## config.mk

```make
export PLATFORM = sky130hd
export DESIGN_NAME = smm_window_ctl
export DESIGN_NICKNAME = d
export VERILOG_FILES = /design/src/rtl/smm_window_ctl.sv
export SDC_FILE = /design/constraint.sdc
export NUM_CORES = 1
export LEC_CHECK = 0
export ABC_CLOCK_PERIOD_IN_PS = 6300
export BUFFER_PORTS_ARGS = -buffer_cell sky130_fd_sc_hd__buf_2
export CAP_MARGIN = 15
export CORE_MARGIN = 1.5
export CORE_UTILIZATION = 42
export DETAILED_ROUTE_END_ITERATION = 12
export PLACE_DENSITY = 0.9
export SYNTH_ARGS = -nofsm -noshare
export SYNTH_HDL_FRONTEND = slang
export SYNTH_SLANG_ARGS = --single-unit
export TNS_END_PERCENT = 5
```

## constraint.sdc

```tcl
create_clock -name clk -period 6.3 [get_ports clk]
set_input_delay 0.315 -clock clk [delete_from_list [all_inputs] [get_ports clk]]
set_output_delay 0.315 -clock clk [all_outputs]
set_load 0.005 [all_outputs]
```

## src/rtl/smm_window_ctl.sv

```systemverilog
module smm_window_ctl #(
  parameter int ADDR_W = 32,
  parameter logic [ADDR_W-1:0] LOW_BASE  = 32'h000A_0000,
  parameter logic [ADDR_W-1:0] WIN_SIZE  = 32'h0002_0000,
  parameter logic [ADDR_W-1:0] HIGH_BASE = 32'hFEDA_0000
) (
  input  logic              clk,
  input  logic              rst_n,
  input  logic              cfg_wr,
  input  logic [1:0]        cfg_be,
  input  logic [15:0]       cfg_wdata,
  output logic [15:0]       cfg_rdata,
  input  logic [ADDR_W-1:0] tolm,
  input  logic [ADDR_W-1:0] acc_addr,
  input  logic              acc_smm,
  input  logic              acc_wr,
  output logic [1:0]        route,
  output logic [ADDR_W-1:0] dram_addr,
  output logic [31:0]       hole_rdata,
  output logic              hole_wdrop
);
  localparam logic [ADDR_W-1:0] LOW_END   = LOW_BASE + WIN_SIZE;
  localparam logic [ADDR_W-1:0] HIGH_END  = HIGH_BASE + WIN_SIZE;
  localparam logic [ADDR_W-1:0] ALIAS_OFF = HIGH_BASE - LOW_BASE;
  localparam logic [ADDR_W-1:0] MB        = ADDR_W'(1) << 20;
  localparam logic [7:0] SMR_RST = 8'h02, EXT_RST = 8'h38;
  localparam logic [7:0] SMR_WM  = 8'h58, EXT_WM  = 8'h87;
  localparam logic [1:0] RT_PASS = 2'd0, RT_DRAM = 2'd1, RT_PCI = 2'd2, RT_HOLE = 2'd3;

  logic [7:0] smr_q, ext_q, smr_nx, ext_nx;
  wire lock = smr_q[4];
  wire [7:0] smr_wm = lock ? 8'h00 : SMR_WM;
  wire [7:0] ext_wm = lock ? 8'h00 : EXT_WM;

  always_comb begin
    smr_nx = (smr_q & ~smr_wm) | (cfg_wdata[7:0] & smr_wm);
    if (smr_nx[4]) smr_nx[6] = 1'b0;
    ext_nx = (ext_q & ~ext_wm) | (cfg_wdata[15:8] & ext_wm);
  end

  always_ff @(posedge clk or negedge rst_n) begin
    if (!rst_n) begin
      smr_q <= SMR_RST;
      ext_q <= EXT_RST;
    end else if (cfg_wr) begin
      if (cfg_be[0]) smr_q <= smr_nx;
      if (cfg_be[1]) ext_q <= ext_nx;
    end
  end

  assign cfg_rdata = {ext_q, smr_q};

  wire open_b = smr_q[6];
  wire gen    = smr_q[3];
  wire hien   = ext_q[7];

  logic [ADDR_W-1:0] seg_size;
  always_comb begin
    seg_size = '0;
    if (ext_q[0]) begin
      case (ext_q[2:1])
        2'b00:   seg_size = MB;
        2'b01:   seg_size = MB << 1;
        2'b10:   seg_size = MB << 3;
        default: seg_size = '0;
      endcase
    end
  end

  wire [ADDR_W-1:0] word_addr = {acc_addr[ADDR_W-1:2], 2'b00};
  wire [ADDR_W-1:0] seg_base  = tolm - seg_size;
  wire in_seg  = (seg_size != '0) && (word_addr >= seg_base) && (word_addr < tolm);
  wire in_low  = (acc_addr >= LOW_BASE) && (acc_addr < LOW_END);
  wire in_high = (acc_addr >= HIGH_BASE) && (acc_addr < HIGH_END);

  always_comb begin
    route     = RT_PASS;
    dram_addr = acc_addr;
    if (in_seg) begin
      route = acc_smm ? RT_DRAM : RT_HOLE;
    end else if (in_low) begin
      if ((acc_smm && gen && !hien) || (open_b && !hien)) route = RT_DRAM;
      else                                                route = RT_PCI;
    end else if (in_high) begin
      if ((acc_smm && gen && hien) || (open_b && hien)) begin
        route     = RT_DRAM;
        dram_addr = acc_addr - ALIAS_OFF;
      end
    end
  end

  assign hole_rdata = (route == RT_HOLE && !acc_wr) ? 32'hFFFF_FFFF : 32'h0;
  assign hole_wdrop = (route == RT_HOLE) && acc_wr;
endmodule

```

==> flow_summary.yaml <==
placed_design:
  io_buffers: 151
  place_inst: 472
  gp_congestion: 0.9055
  dpl.hpwl_um: 5465
layout:
  nets: 543
  drive_above_1_share_pct: 41.63
  instances_no_fill: 478
  syn_to_final_growth_pct: 20.96
  antennaDiodeCount: 0
sta:
  hold_viol_final: 0
  finalCritPeriodShare_pct: 74.42
  max_freq_ghz: 0.2133
  max_slew_margin_pct: 60.56
  period_minus_slack_ns: 4.689
  setup_viol: 0
  fin_skew_ns: 0.002374
  final-max-slew-violation-count: 0
  tns_ns: 0
  rsz0062_at_grt: "false"
  tightestPinTransition_ns: 0.5768
power:
  irDropWorstVdd_v: 0.0001780
  powerDensity_nw_per_um2: 121.4
  leakagePower_uw: 0.001630
clock_tree:
  htree_num_levels: 1
  clk_pin_slew_ns: 0.04
  clkLatencyLatePin_ns: 0.22
  clock_sinks: 7
  cts-root-buf: "clkbuf_8"
  cts_buffer_depth: 2
  numCtsBuffers: 3
  cts_tree: "built"
drt:
  vias: 2406
  drtIter0Drc: 153
  drt-vias-per-instance: 5.033
  wl_per_cell_um: 13.19
  wirelength_um: 6305
  first_pass_iters: 4
  drcViolationCount: 0
  drtAntennaViolNets: 0
logic_synthesis:
  async_flop_share_pct: 100.0
  synthFlopType: "dfrtp_1"
  ys_types: 46
  synth-seq-cells: 7
  synth_edf_count: 0
  syn_area_per_cell_um2: 7.789
  synth_cells: 302
  ys_seq_area_share_pct: 7.447
  ys.warnings.count: 0
  syn-cell-area_um2: 2352
die:
  start_util_pct: 43.25
  core_area_um2: 5439
  ioPinCount: 170
  design.die.area_um2: 6058
  num_rows: 27
  die_x_um: 77.84
  die_h_um: 77.84
worst_setup_path:
  crit_arrival_ns: 4.37
  crit_required_ns: 5.98
  path_class: "flip-flop to primary output"
  rr_startpoint: "smr_q[4]$_DFFE_PN0P_"
  end_kind: "primary output"
  cp-start-kind: "flip-flop"
  crit_fanout: 28
grt:
  grt_remaining_overflow: 0
  grt_pass1_wl_um: 10010
  grt_pass1_vias: 2267
  grt_antenna_before_repair: 0
  grt_max_degree: 33
  grt_use_total_pct: 19.80
run:
  maxCapViolCount: 0
outcome:
  status: "finished clean"
worst_hold_path:
  hp-class: "primary input to flip-flop"
  hold_start: "cfg_wdata[6]"
-- placed cells by master (no fill, tap or decap), drive strengths merged, types with 5 or more instances in the layout --
| cell type | synthesis | layout |
|---|---|---|
| conb | 2 | 9 |
| mux2 | 5 | 5 |
| nand3 | 8 | 8 |
| o21ai | 8 | 8 |
| dfrtp | 7 | 7 |
| buf | 60 | 152 |
| ha | 48 | 48 |
| and2 | 5 | 5 |
| nor4 | 12 | 12 |
| nor2 | 8 | 8 |
| nand2 | 18 | 18 |
| a21oi | 20 | 20 |
| xnor2 | 8 | 8 |
| nand4 | 10 | 10 |
| inv | 35 | 35 |
-- area by class of cell --
cell class                      count  area, µm²
Fill cell                         539       2594
Multi-Input combinational cell    207       1627
Timing Repair Buffer              153      777.0
Sequential cell                     7      175.2
Inverter                           35      131.4
Tap cell                           72      90.09
Clock buffer                        4      45.04
-- power by group --
part	total (µW)	switching, µW	internal (µW)
sequential	69.2	13.8	55.4
clock	61.9	18.3	43.7
combinational	214	110	104
total	345	142	203
-- path summary, 6_finish.rpt --
kind / end / slack (ns) / cells after the start
worst min register to register: smr_q[6]$_DFFE_PN0P_ / 0.52 / 1
worst max register to register: flip-flop / 5.17 / 2
worst max-delay path: hole_rdata[20] / 1.61 / 17
max in group asynchronous: asynchronous set/reset pin / 5.69 / 2
worst min-delay path: smr_q[6]$_DFFE_PN0P_ / 0.31 / 2
min in group asynchronous: smr_q[6]$_DFFE_PN0P_ / 0.46 / 2
-- per-stage QoR --
stage                     area, µm²  util (%)  setup WS, ns  total power (µW)  hold WS [ns]
after global routing           2845     52.31         1.171             380.4        0.3148
after floorplan                2379         -        0.9859             210.4       0.01941
after CTS                      2834     52.10         1.042             347.5        0.3097
after global placement         2779     51.09         1.533             275.4        0.1500
after detailed placement       2779     51.09         1.275             283.0        0.1558
final                          2845     52.31         1.611             345.3        0.3097
-- cells in the mapped netlist (3+ instances only) --
master | number | area (µm²)
a21o_1 | 4 | 30.03
a21oi_1 | 19 | 95.09
and2_1 | 5 | 31.28
buf_4 | 60 | 450.4
dfrtp_1 | 7 | 175.2
ha_1 | 48 | 600.6
inv_1 | 35 | 131.4
mux2_2 | 5 | 56.30
nand2_1 | 17 | 63.81
nand3_1 | 7 | 35.03
nand3b_1 | 3 | 22.52
nand4_1 | 10 | 62.56
nor2_1 | 8 | 30.03
nor3_1 | 3 | 15.01
nor3b_1 | 4 | 30.03
nor4_1 | 12 | 75.07
o21a_1 | 4 | 30.03
o21ai_0 | 4 | 20.02
o21ai_1 | 4 | 20.02
xnor2_1 | 8 | 70.07
-- metal layers --
metal	vias to the layer above	part of all wire (%)	routed length, µm	GRT usage, %
met4	0	0.19	12	1.455
met5	-	0	0	0
li1	1217	-	-	-
met3	2	6.4	403	3.176
met2	90	48	3038	34.52
met1	1097	45	2850	26.50
-- kinds of logic after synthesis --
kind of cell	synth area share (%)
adder cells (fa/ha/maj)	26.38
buffers and inverters	24.73
XOR/XNOR	3.724
multiplexers	2.393
other	0.3193
AND/OR/NAND/NOR	19.63
AO/OA/AOI/OAI	15.37
flip-flops	7.447
-- worst max-delay path: stages, from the launching register on --
cell	delay [ns]
dfrtp_1	0.43
nor3b_1	0.24
ha_1	0.17
inv_1	0.06
fa_1	0.40
o21ai_0	0.45
nand2_1	0.14
nor4_1	0.25
xnor2_1	0.15
ha_1	0.31
nand4_1	0.11
nor2_1	0.18
nand2_1	0.08
a211oi_1	0.34
o211ai_4	0.19
nor3_2	0.29
buf_6	0.23
buf_2	0.14
-- timing repair --
item                      4_1_cts  5_1_grt
hold endpoints to repair        7        0
hold buffers                    1        0
gates resized for setup         0        0
setup buffers                   0        0
Power figures use the tool's default switching activity.
